<file path="src/rtl/sdram_seq_pkg.sv">
package sdram_seq_pkg;
    parameter int unsigned SEQ_COL_W  = 8;
    parameter int unsigned SEQ_BANK_W = 2;
    parameter int unsigned SEQ_REM_W  = 4;

    typedef enum logic [1:0] {
        CMD_IDLE  = 2'd0,
        CMD_READ  = 2'd1,
        CMD_WRITE = 2'd2,
        CMD_STOP  = 2'd3
    } seq_cmd_e;

    typedef struct packed {
        logic                  active;
        logic                  is_wr;
        logic                  full;
        logic                  ap;
        logic [SEQ_BANK_W-1:0] bank;
        logic [SEQ_COL_W-1:0]  col;
        logic [SEQ_COL_W-1:0]  mask;
        logic [SEQ_REM_W-1:0]  rem;
        logic                  pre;
        logic [SEQ_BANK_W-1:0] pre_bank;
    } burst_st_t;

    // Next column: bits under the mask count up and wrap, the rest hold.
    function automatic logic [SEQ_COL_W-1:0] col_step(
        input logic [SEQ_COL_W-1:0] col,
        input logic [SEQ_COL_W-1:0] mask
    );
        logic [SEQ_COL_W-1:0] inc;
        inc = col + SEQ_COL_W'(1);
        return (col & ~mask) | (inc & mask);
    endfunction
endpackage

</file>
<file path="src/rtl/seq_burst_ctrl.sv">
module seq_burst_ctrl
    import sdram_seq_pkg::*;
(
    input  logic                  clk,
    input  logic                  rst_n,
    input  logic [1:0]            cmd_i,
    input  logic [SEQ_BANK_W-1:0] bank_i,
    input  logic [SEQ_COL_W-1:0]  col_i,
    input  logic                  ap_i,
    input  logic [2:0]            bl_code_i,
    output logic [SEQ_COL_W-1:0]  col_o,
    output logic [SEQ_BANK_W-1:0] bank_o,
    output logic                  wr_en_o,
    output logic                  rd_en_o,
    output logic                  pre_req_o,
    output logic [SEQ_BANK_W-1:0] pre_bank_o
);
    burst_st_t st_d, st_q;
    seq_cmd_e  cmd;
    logic                  beat, beat_wr;
    logic [SEQ_COL_W-1:0]  beat_col;
    logic [SEQ_BANK_W-1:0] beat_bank;
    logic [SEQ_REM_W-1:0]  new_len;
    logic                  new_full;

    assign cmd      = seq_cmd_e'(cmd_i);
    assign new_full = bl_code_i[2];
    assign new_len  = SEQ_REM_W'(1) << bl_code_i[1:0];

    always_comb begin
        st_d          = st_q;
        st_d.pre      = 1'b0;
        st_d.pre_bank = '0;
        beat          = 1'b0;
        beat_wr       = 1'b0;
        beat_col      = '0;
        beat_bank     = '0;
        if (cmd == CMD_READ || cmd == CMD_WRITE) begin
            // a new access owns this cycle's beat and replaces any burst
            beat        = 1'b1;
            beat_wr     = (cmd == CMD_WRITE);
            beat_col    = col_i;
            beat_bank   = bank_i;
            st_d.full   = new_full;
            st_d.mask   = new_full ? '1 : SEQ_COL_W'(new_len - SEQ_REM_W'(1));
            st_d.active = new_full || (new_len != SEQ_REM_W'(1));
            st_d.is_wr  = beat_wr;
            st_d.ap     = ap_i;
            st_d.bank   = bank_i;
            st_d.col    = col_step(col_i, st_d.mask);
            st_d.rem    = new_len - SEQ_REM_W'(1);
            if (!st_d.active && ap_i) begin
                st_d.pre      = 1'b1;
                st_d.pre_bank = bank_i;
            end
        end else if (cmd == CMD_STOP) begin
            st_d.active = 1'b0;
            if (st_q.active && st_q.ap) begin
                st_d.pre      = 1'b1;
                st_d.pre_bank = st_q.bank;
            end
        end else if (st_q.active) begin
            beat      = 1'b1;
            beat_wr   = st_q.is_wr;
            beat_col  = st_q.col;
            beat_bank = st_q.bank;
            st_d.col  = col_step(st_q.col, st_q.mask);
            if (!st_q.full) begin
                st_d.rem = st_q.rem - SEQ_REM_W'(1);
                if (st_q.rem == SEQ_REM_W'(1)) begin
                    st_d.active = 1'b0;
                    if (st_q.ap) begin
                        st_d.pre      = 1'b1;
                        st_d.pre_bank = st_q.bank;
                    end
                end
            end
        end
    end

    always_ff @(posedge clk) begin
        if (!rst_n) st_q <= '0;
        else        st_q <= st_d;
    end

    assign col_o      = beat_col;
    assign bank_o     = beat_bank;
    assign wr_en_o    = beat && beat_wr;
    assign rd_en_o    = beat && !beat_wr;
    assign pre_req_o  = st_q.pre;
    assign pre_bank_o = st_q.pre_bank;

    // never both directions in one cycle
    a_r11_one_direction: assert property (@(posedge clk) disable iff (!rst_n)
        !(wr_en_o && rd_en_o));
    // a write claims its own cycle and column
    a_r5_write_claims_cycle: assert property (@(posedge clk) disable iff (!rst_n)
        (cmd_i == 2'd2) |-> (wr_en_o && col_o == col_i && bank_o == bank_i));
    // a stop carries no beat
    a_r7_stop_no_beat: assert property (@(posedge clk) disable iff (!rst_n)
        (cmd_i == 2'd3) |-> (!wr_en_o && !rd_en_o));
    // idle after a stop stays quiet
    a_r7_quiet_after_stop: assert property (@(posedge clk) disable iff (!rst_n)
        ($past(cmd_i) == 2'd3 && cmd_i == 2'd0) |-> (!wr_en_o && !rd_en_o));
endmodule

</file>
<file path="src/rtl/seq_read_latency.sv">
module seq_read_latency #(
    parameter int unsigned MAX_CL = 3
) (
    input  logic clk,
    input  logic rst_n,
    input  logic rd_en_i,
    input  logic cl3_i,
    output logic dq_oe_o
);
    logic [MAX_CL-1:0] sr_d, sr_q;

    always_comb begin
        sr_d = {sr_q[MAX_CL-2:0], rd_en_i};
    end

    always_ff @(posedge clk) begin
        if (!rst_n) sr_q <= '0;
        else        sr_q <= sr_d;
    end

    // array read at cycle t appears at sr_q[k] in cycle t+1+k
    assign dq_oe_o = cl3_i ? sr_q[MAX_CL-1] : sr_q[MAX_CL-2];

    // drive enable follows a read beat by the selected latency
    a_r6_latency_two: assert property (@(posedge clk) disable iff (!rst_n)
        (rd_en_i && !cl3_i) |-> ##2 dq_oe_o);
    a_r6_latency_three: assert property (@(posedge clk) disable iff (!rst_n)
        (rd_en_i && cl3_i) |-> ##3 dq_oe_o);
endmodule

</file>
<file path="src/rtl/sdram_burst_seq.sv">
module sdram_burst_seq
    import sdram_seq_pkg::*;
(
    input  logic                  clk,
    input  logic                  rst_n,
    input  logic [1:0]            cmd_i,
    input  logic [SEQ_BANK_W-1:0] bank_i,
    input  logic [SEQ_COL_W-1:0]  col_i,
    input  logic                  ap_i,
    input  logic [2:0]            bl_code_i,
    input  logic                  cl3_i,
    output logic [SEQ_COL_W-1:0]  col_o,
    output logic [SEQ_BANK_W-1:0] bank_o,
    output logic                  wr_en_o,
    output logic                  rd_en_o,
    output logic                  dq_oe_o,
    output logic                  pre_req_o,
    output logic [SEQ_BANK_W-1:0] pre_bank_o
);
    logic rd_beat;

    seq_burst_ctrl u_ctrl (
        .clk        (clk),
        .rst_n      (rst_n),
        .cmd_i      (cmd_i),
        .bank_i     (bank_i),
        .col_i      (col_i),
        .ap_i       (ap_i),
        .bl_code_i  (bl_code_i),
        .col_o      (col_o),
        .bank_o     (bank_o),
        .wr_en_o    (wr_en_o),
        .rd_en_o    (rd_beat),
        .pre_req_o  (pre_req_o),
        .pre_bank_o (pre_bank_o)
    );

    seq_read_latency #(.MAX_CL(3)) u_lat (
        .clk     (clk),
        .rst_n   (rst_n),
        .rd_en_i (rd_beat),
        .cl3_i   (cl3_i),
        .dq_oe_o (dq_oe_o)
    );

    assign rd_en_o = rd_beat;
endmodule

</file>
<file path="config.mk">
export PLATFORM = sky130hd
export DESIGN_NAME = sdram_burst_seq
export DESIGN_NICKNAME = d
export VERILOG_FILES = /design/src/rtl/sdram_seq_pkg.sv /design/src/rtl/seq_burst_ctrl.sv /design/src/rtl/seq_read_latency.sv /design/src/rtl/sdram_burst_seq.sv
export SDC_FILE = /design/constraint.sdc
export NUM_CORES = 1
export LEC_CHECK = 0
export ABC_AREA = 1
export BUFFER_PORTS_ARGS = -buffer_cell sky130_fd_sc_hd__buf_2
export CAP_MARGIN = 20
export CORE_MARGIN = 2
export CORE_UTILIZATION = 25
export CTS_BUF_LIST = sky130_fd_sc_hd__clkbuf_4 sky130_fd_sc_hd__clkbuf_8
export DETAILED_ROUTE_END_ITERATION = 8
export GPL_ROUTABILITY_DRIVEN = 0
export PLACE_DENSITY = 0.4
export SYNTH_ARGS = -nofsm -noshare
export SYNTH_HDL_FRONTEND = slang
export SYNTH_HIERARCHICAL = 1
export SYNTH_SLANG_ARGS = --single-unit
export TNS_END_PERCENT = 50
</file>
<file path="constraint.sdc">
create_clock -name clk -period 3.4 [get_ports clk]
set_input_delay 1.02 -clock clk [delete_from_list [all_inputs] [get_ports clk]]
set_output_delay 1.02 -clock clk [all_outputs]
set_load 0.05 [all_outputs]
</file>
==> impl_metrics.env, run 1 <==
export IMPL_cts_clk_slew_worst_paths_ns=0.10
export IMPL_whs_ns=0.413
export IMPL_period_share_pct=98.1
export IMPL_cts_hold_buf=0
export IMPL_synth_top_family_by_area="simple AND/OR/NAND/NOR gates"
export IMPL_gr_total_overflow=0
export IMPL_sw_frac_of_total_pct=35.3
export IMPL_ios=35
export IMPL_setup_tns_ns=0
export IMPL_grt_max_degree=18
export IMPL_path_cells="buf_2, inv_1, ha_1, inv_4, nor2_2, inv_1, o22ai_1, buf_2"
export IMPL_seq_power_share_pct=40.6
export IMPL_synth_xor_area_share_pct=0.970
export IMPL_cp_depth=8
export IMPL_arrival_ns=2.32
export IMPL_cp_slowest_cell="ha_1"
export IMPL_startpoint_type="input pin"
export IMPL_rr_startpoint="u_ctrl/st_q[28]"
export IMPL_post_route_min_period_ns=3.34
export IMPL_placed_cells=406
export IMPL_skew_ns=0.00252
export IMPL_yosys_area_share_simple_pct=34.4
export IMPL_max_freq_mhz=300
export IMPL_synth_compound_area_share_pct=16.6
export IMPL_die_area_um2=7920
export IMPL_max_cap_violations=0
export IMPL_firstDrtPassIters=4
export IMPL_critPathCapture="col_o[5]"
export IMPL_fill_cells=796
export IMPL_synthMuxAreaShare_pct=0
export IMPL_r2r_slack_ns=2.02
export IMPL_crit_path_start="cmd_i[0]"
export IMPL_synth_seq_area_share_pct=31.0
export IMPL_ys_warn_count=6
export IMPL_ir_drop_uv=160
export IMPL_slowest_delay_ns=0.35
export IMPL_finalSetupViolations=0
export IMPL_fp_dieH_um=89.0
export IMPL_synth_fa_ha_area_share_pct=4.85
export IMPL_drcViolationCount=0
export IMPL_switchingPower_uw=334
export IMPL_root_buffer="clkbuf_8"
export IMPL_synth_area_leaders="dfxtp_1, nand2_1, inv_1, nor2_1, a21oi_1"
export IMPL_initialDrtViolationCount=61
export IMPL_fin_nets=341
export IMPL_maxSlewHeadroom_pct=66.9
export IMPL_core_area_um2=6910
export IMPL_worstHoldPathType="reg -> reg"
export IMPL_drive_gt1_share_pct=21.7
export IMPL_path_delay_family="buffers and inverters"
export IMPL_cts_made_buffers=3
export IMPL_clkPwrFrac_pct=28.2
export IMPL_grt_first_pass_wirelength_mm=7.85
export IMPL_leakage_nw=1.03
export IMPL_slew_viol_final=0
export IMPL_syn_nets=301
export IMPL_htree_num_levels=1
export IMPL_yosysTopAreaCell="dfxtp_1"
export IMPL_clockBufferDepth=2
export IMPL_ant_nets=0
export IMPL_final_hold_viol_count=0
export IMPL_rsz0062_at_grt="no"
export IMPL_cts_tree="built"
export IMPL_dp_hpwl_mm=3.82
export IMPL_grt_use_total_pct=12.8
export IMPL_status="complete, no violations"
export IMPL_crit_buf_inv=5
export IMPL_tightest_slew_ns=0.496
export IMPL_start_util_pct=26.1
export IMPL_ys_ff_latch=28
export IMPL_area_growth_pct=21.6
export IMPL_hp_start="u_lat/sr_q[0]"
export IMPL_intPower_uw=613
export IMPL_rows=30
export IMPL_powerDensity_nw_per_um2=431
export IMPL_vias_per_cell=4.41
export IMPL_routed_wl_mm=4.88
export IMPL_r2r_cells=8
export IMPL_postSynthAreaPerCell_um2=6.57
export IMPL_die_w_um=89.0
export IMPL_worstPathRequired_ns=2.38
export IMPL_antenna_found_initial=0
export IMPL_synthCells=275
export IMPL_syn_area_um2=1810
export IMPL_end_kind="output pin"
export IMPL_synth_top_area_share_pct=31.0
export IMPL_postCtsSetupRepairBufs=0
export IMPL_cts_repair_resized=0
export IMPL_ys_types=33
export IMPL_cp_max_fo=4
export IMPL_grt_pass1_vias=1637
export IMPL_port_buffers=34
export IMPL_critPathKind="in -> out"
export IMPL_finalNonFillerCells=410
export IMPL_cts_sinks=28
export IMPL_n_antenna_cell=0
export IMPL_clock_latency_ns=0.28
export IMPL_pwr_share_comb_pct=31.2
export IMPL_via_count=1808
export IMPL_wl_per_cell_um=11.9
## power groups by stage
stage	Clock, mW	Combinational [mW]	Sequential (mW)
floorplan	0	0.220	0.385
global placement	0	0.295	0.393
detailed placement	0	0.295	0.393
CTS	0.281	0.296	0.385
global route	0.293	0.328	0.390
finish	0.267	0.295	0.384
## worst min-delay path: stages, from the launching register on
cell and delay, ns:
dfxtp_1 0.31, nand2_1 0.04, inv_1 0.03
## logic make-up after synthesis
kind of cell / Yosys count
AO/OA/AOI/OAI: 55
XOR/XNOR: 2
buffers and inverters: 48
adder cells (fa/ha/maj): 7
AND/OR/NAND/NOR: 135
flip-flops: 28
## layout by cell type, fill, tap and decap left out, drive strengths merged, types with 3 or more instances in the layout
cell,instances
a21oi,22
a31oi,3
buf,42
clkbuf,4
dfxtp,28
ha,7
inv,40
nand2,68
nand3,21
nand4,4
nor2,38
o21ai,21
o22ai,6
## metal layers
metal	track usage, %	up-vias	share of wire (%)
li1	-	966	-
met5	0	-	0
met3	1.75	4	4.9
met2	21.0	46	44
met4	4.21	0	0.86
met1	17.5	792	50
## Yosys cell counts, drive strengths merged
cell type / count
nand2: 68
inv: 40
nor2: 38
dfxtp: 28
a21oi: 22
nand3: 21
o21ai: 21
ha: 7
buf: 6
o22ai: 6
nand4: 4
a31oi: 3
a211oi: 2
clkbuf: 2
nor3: 2
nand3b: 1
nor3b: 1
o31ai: 1
xnor2: 1
xor2: 1
## cell type report
| class | instances | area [µm²] | area share, % |
|---|---|---|---|
| clock buffer | 3 | 41.3 | 1.88 |
| timing repair buffer | 43 | 243 | 11.1 |
| sequential | 28 | 561 | 25.5 |
| tap | 96 | 120 | 5.47 |
| inverter | 40 | 158 | 7.18 |
| multi-input combinational | 199 | 1040 | 47.5 |
| clock inverter | 1 | 30.0 | 1.37 |
## worst min path at each step
stage                     slack (ns)  cells after the start            end
after floorplan                 0.39                      2  u_lat/sr_q[1]
after global placement          0.39                      2  u_lat/sr_q[1]
after detailed placement        0.39                      2  u_lat/sr_q[1]
after CTS                       0.42                      2  u_lat/sr_q[1]
after global routing            0.45                      2  u_lat/sr_q[1]
final                           0.41                      2  u_lat/sr_q[1]
## through the flow
step | power (mW) | cell area (µm²) | util, % | setup slack, ns
after global placement | 0.688 | 2110 | 30.6 | 0.0661
after detailed placement | 0.688 | 2110 | 30.6 | 0.0592
after CTS | 0.962 | 2180 | 31.6 | 0.0486
after global routing | 1.01 | 2200 | 31.8 | 0.00547
final | 0.947 | 2200 | 31.8 | 0.0649
after floorplan | 0.605 | 1820 | - | -0.158
No activity file was read; power rests on OpenSTA's default activity.
==> run 2, diff against run 1 <==
--- a/config.mk
+++ b/config.mk
@@ -10,3 +10,2 @@
 export CAP_MARGIN = 20
-export CORE_MARGIN = 2
 export CORE_UTILIZATION = 25
@@ -16,2 +15,3 @@
 export PLACE_DENSITY = 0.4
+export RECOVER_POWER = 50
 export SYNTH_ARGS = -nofsm -noshare
==> constraint.sdc (replaced) <==
create_clock -name clk -period 3.4 [get_ports clk]
set_input_delay 0.68 -clock clk [delete_from_list [all_inputs] [get_ports clk]]
set_output_delay 0.68 -clock clk [all_outputs]
set_load 0.05 [all_outputs]
==> run 2 against run 1 <==
Against the previous run: wire length down 1.4%; global-route usage grew 0.58 points; sequential cell count unchanged; fmax increased by 14%; power is 8.0% lower; sequential power about the same; worst hold slack improved by 0.0076 ns.
==> impl_metrics.env, run 2 (same netlist as run 1, synthesis figures left out) <==
export IMPL_route_met3_wl_um=205
export IMPL_start_util_pct=26.3
export IMPL_cts_hold_buf=0
export IMPL_vias_per_cell=4.38
export IMPL_r2r_slack_ns=2.09
export IMPL_worstHoldPathType="reg -> reg"
export IMPL_period_share_pct=86.2
export IMPL_antenna_found_initial=0
export IMPL_end_kind="output pin"
export IMPL_fin_nets=334
export IMPL_finalSetupViolations=0
export IMPL_critPathKind="in -> out"
export IMPL_fin_util_pct=30.2
export IMPL_max_cap_violations=0
export IMPL_power_uw=870
export IMPL_path_cells="clkbuf_1, inv_1, ha_1, clkinvlp_2, nor2_2, inv_1, o22ai_1, buf_2"
export IMPL_dp_hpwl_mm=3.65
export IMPL_cts_clk_slew_worst_paths_ns=0.10
export IMPL_cts_repair_resized=0
export IMPL_grt_first_pass_wirelength_mm=7.86
export IMPL_routed_wl_mm=4.81
export IMPL_worstPathRequired_ns=2.72
export IMPL_grt_pass1_vias=1611
export IMPL_drcViolationCount=0
export IMPL_initialDrtViolationCount=51
export IMPL_post_route_min_period_ns=2.93
export IMPL_leakage_nw=0.950
export IMPL_maxSlewHeadroom_pct=28.6
export IMPL_setup_tns_ns=0
export IMPL_htree_num_levels=1
export IMPL_cts_made_buffers=3
export IMPL_tightest_slew_ns=1.07
export IMPL_cp_max_fo=6
export IMPL_ios=35
export IMPL_grt_use_total_pct=13.4
export IMPL_status="complete, no violations"
export IMPL_hold_path_end="u_lat/sr_q[1]"
export IMPL_root_buffer="clkbuf_8"
export IMPL_startpoint_type="input pin"
export IMPL_path_delay_family="buffers and inverters"
export IMPL_clockBufferDepth=2
export IMPL_final_common_cell="nand2_1"
export IMPL_ant_nets=0
export IMPL_cp_slowest_cell="nor2_2"
export IMPL_ir_drop_uv=141
export IMPL_core_area_um2=6870
export IMPL_powerDensity_nw_per_um2=419
export IMPL_fill_cells=783
export IMPL_hp_start="u_lat/sr_q[0]"
export IMPL_die_w_um=87.0
export IMPL_cts_tree="built"
export IMPL_drt_met1_wl_mm=2.39
export IMPL_r2r_cells=7
export IMPL_final_hold_viol_count=0
export IMPL_area_growth_pct=15.0
export IMPL_holdPathStages=2
export IMPL_port_buffers=34
export IMPL_wl_met2_mm=2.17
export IMPL_crit_buf_inv=5
export IMPL_rr_startpoint="u_ctrl/st_q[28]"
export IMPL_die_area_um2=7570
export IMPL_drive_gt1_share_pct=15.3
export IMPL_max_freq_mhz=341
export IMPL_gr_total_overflow=0
export IMPL_wl_per_cell_um=11.9
export IMPL_n_antenna_cell=0
export IMPL_dr_max_layer_used="met4"
export IMPL_slowest_delay_ns=0.36
export IMPL_final_cell_mix="nand2_1, inv_1, nor2_1"
export IMPL_postCtsSetupRepairBufs=0
export IMPL_worst_path_most_repeated_cell="inv_1"
export IMPL_firstDrtPassIters=5
export IMPL_slew_viol_final=0
export IMPL_rsz0062_at_grt="no"
export IMPL_cts_sinks=28
export IMPL_clock_latency_ns=0.28
export IMPL_grt_max_degree=22
export IMPL_skew_ns=0.00330
export IMPL_fp_dieH_um=87.0
export IMPL_arrival_ns=2.25
export IMPL_via_count=1765
export IMPL_rows=30
## run 2: cell count changes in the layout (fill, tap and decap cells not counted), sizes merged
cell,before,now
buf,42,29
clkbuf,4,11
clkinvlp,0,1
bufinv,1,0
inv,40,39
## run 2: where the power goes
part	leakage, nW	internal [mW]	switching [mW]
logic	0.691	0.0819	0.191
registers	0.231	0.358	0.0261
clock network	0.0288	0.104	0.110
## run 2: worst register-to-register path, delay by kind of cell (launching register included)
kind | cells | cell delay (ns)
simple gates | 4 | 0.53
flops | 1 | 0.46
buf+inv | 2 | 0.15
compound gates | 1 | 0.06
## run 2: worst max-delay path by stage
stage	cells after the start	startpoint	endpoint	slack (ns)
global placement	8	cmd_i[0]	col_o[4]	0.65
floorplan	5	cmd_i[0]	col_o[1]	0.25
global route	8	cmd_i[0]	col_o[4]	0.27
detailed placement	8	cmd_i[0]	col_o[4]	0.64
CTS	8	cmd_i[0]	col_o[4]	0.64
finish	8	cmd_i[0]	col_o[5]	0.47
## run 2: per-layer routing
layer | vias to the layer above | global-route usage (%)
met1 | 772 | 18.8
li1 | 957 | -
met3 | 4 | 1.71
met2 | 32 | 21.6
met5 | - | 0
met4 | 0 | 3.64
## run 2: area by class of cell
type | count | area (µm²) | share of cell area, %
clock buffer | 4 | 55.1 | 2.65
inverter | 40 | 156 | 7.53
multi-input combinational | 199 | 1010 | 48.7
sequential | 28 | 561 | 27.0
tap | 96 | 120 | 5.78
timing repair buffer | 36 | 174 | 8.37
## run 2: stage by stage
stage               setup WS [ns]  cell area (µm²)  std cells  hold slack (ns)
floorplan                   0.246             1810        275            0.386
global placement            0.647             2050        399            0.392
detailed placement          0.644             2050        399            0.411
CTS                         0.636             2100        403            0.427
global route                0.268             2080        403            0.436
finish                      0.469             2080        403            0.421
==> run 3, diff against run 2 <==
CORE_UTILIZATION = 35   (was 25)
GPL_TIMING_DRIVEN = 0   (was not set)
PLACE_DENSITY = 0.53   (was 0.4)
==> run 3 against run 2 <==
Against the previous run: global-route usage rose by 3.9 points; sequential cell count did not move; power increased by 6.9%; combinational power grew 2%; worst hold slack got worse by 0.0074 ns; first-iteration DRC count is 53% higher; clock-buffer cell count decreased by 1; highest routed layer unchanged.
==> impl_metrics.env, run 3 (same netlist as run 1, synthesis figures left out) <==
export IMPL_setup_tns_ns=0
export IMPL_cts_sinks=28
export IMPL_ant_nets=0
export IMPL_cts_clk_slew_worst_paths_ns=0.10
export IMPL_final_common_cell="nand2_1"
export IMPL_drcViolationCount=0
export IMPL_ios=35
export IMPL_grt_use_total_pct=17.4
export IMPL_finalSetupViolations=0
export IMPL_routed_wl_mm=4.51
export IMPL_via_count=1775
export IMPL_port_buffers=34
export IMPL_clkPwrFrac_pct=29.0
export IMPL_max_freq_mhz=337
export IMPL_cts_repair_resized=0
export IMPL_placed_cells=376
export IMPL_wl_met2_mm=2.02
export IMPL_initialDrtViolationCount=78
export IMPL_cts_hold_buf=0
export IMPL_finalNonFillerCells=380
export IMPL_pwr_share_comb_pct=29.9
export IMPL_switchingPower_uw=328
export IMPL_worstHoldPathType="reg -> reg"
export IMPL_maxSlewHeadroom_pct=60.9
export IMPL_cp_max_fo=10
export IMPL_antenna_found_initial=0
export IMPL_power_uw=930
export IMPL_r2r_slack_ns=1.91
export IMPL_post_route_min_period_ns=2.97
export IMPL_critPathKind="in -> out"
export IMPL_slew_viol_final=0
export IMPL_seq_power_share_pct=41.2
export IMPL_firstDrtPassIters=4
export IMPL_leakage_nw=0.989
export IMPL_stdcell_area_um2=2100
export IMPL_worstPathRequired_ns=2.72
export IMPL_startpoint_type="input pin"
export IMPL_vias_per_cell=4.67
export IMPL_wl_per_cell_um=11.9
export IMPL_core_area_um2=4850
export IMPL_powerDensity_nw_per_um2=444
export IMPL_sw_frac_of_total_pct=35.3
export IMPL_route_met3_wl_um=114
export IMPL_n_antenna_cell=0
export IMPL_dr_max_layer_used="met4"
export IMPL_end_kind="output pin"
export IMPL_status="complete, no violations"
export IMPL_fp_dieH_um=73.8
export IMPL_grt_pass1_vias=1546
export IMPL_cts_tree="built"
export IMPL_rsz0062_at_grt="no"
export IMPL_max_cap_violations=0
export IMPL_start_util_pct=37.2
export IMPL_grt_max_degree=17
export IMPL_drive_gt1_share_pct=16.9
export IMPL_final_hold_viol_count=0
export IMPL_arrival_ns=2.29
export IMPL_final_cell_mix="nand2_1, inv_1, nor2_1"
export IMPL_drt_met1_wl_mm=2.33
export IMPL_place_area_um2=2060
export IMPL_die_w_um=73.8
export IMPL_fin_nets=340
export IMPL_clockBufferDepth=2
export IMPL_die_area_um2=5450
export IMPL_htree_num_levels=1
export IMPL_rows=25
export IMPL_clock_latency_ns=0.28
export IMPL_skew_ns=0.00759
export IMPL_root_buffer="clkbuf_8"
export IMPL_ir_drop_uv=219
export IMPL_postCtsSetupRepairBufs=0
export IMPL_grt_first_pass_wirelength_mm=7.16
export IMPL_gr_total_overflow=0
export IMPL_area_growth_pct=16.1
export IMPL_intPower_uw=602
export IMPL_period_share_pct=87.4
export IMPL_dp_hpwl_mm=3.48
export IMPL_tightest_slew_ns=0.589
export IMPL_cts_made_buffers=3
-- run 3: per-stage QoR --
| step | setup WS, ns | hold WS, ns | util, % |
|---|---|---|---|
| final | 0.429 | 0.413 | 43.3 |
| after CTS | 0.529 | 0.414 | 43.9 |
| after floorplan | 0.246 | 0.386 | - |
| after global placement | 0.528 | 0.393 | 42.5 |
| after global routing | 0.266 | 0.425 | 43.3 |
| after detailed placement | 0.537 | 0.393 | 42.5 |
-- run 3: worst paths after layout --
check,depth (start not counted),end,from
worst min-delay path,2,u_lat/sr_q[1],u_lat/sr_q[0]
worst max-delay path,7,col_o[5],cmd_i[0]
worst min register to register,2,u_lat/sr_q[1],u_lat/sr_q[0]
worst max register to register,7,u_ctrl/st_q[4],u_ctrl/st_q[28]
-- run 3: area by class of cell --
cell class | instances | area [µm²]
Sequential cell | 28 | 561
Multi-Input combinational cell | 199 | 1000
Tap cell | 67 | 83.8
Timing Repair Buffer | 34 | 165
Buffer | 8 | 53.8
Clock inverter | 1 | 30.0
Fill cell | 562 | 2750
Clock buffer | 3 | 41.3
Inverter | 40 | 158
-- run 3: power groups by stage --
stage | clock, mW | sequential (mW) | combinational (mW)
after floorplan | 0 | 0.385 | 0.217
after global placement | 0 | 0.391 | 0.287
after detailed placement | 0 | 0.390 | 0.288
after CTS | 0.279 | 0.383 | 0.289
after global routing | 0.286 | 0.387 | 0.308
final | 0.270 | 0.383 | 0.278
-- run 3: critical path, stage by stage --
cell and delay, ns:
buf_2 0.09, inv_1 0.04, ha_1 0.35, clkbuf_1 0.46, buf_2 0.33, o22ai_1 0.13
buf_2 0.22
-- run 3: routing by layer --
layer	vias up	track usage [%]
li1	969	-
met1	773	23.5
met2	29	29.3
met3	4	1.65
met4	0	4.91
met5	-	0
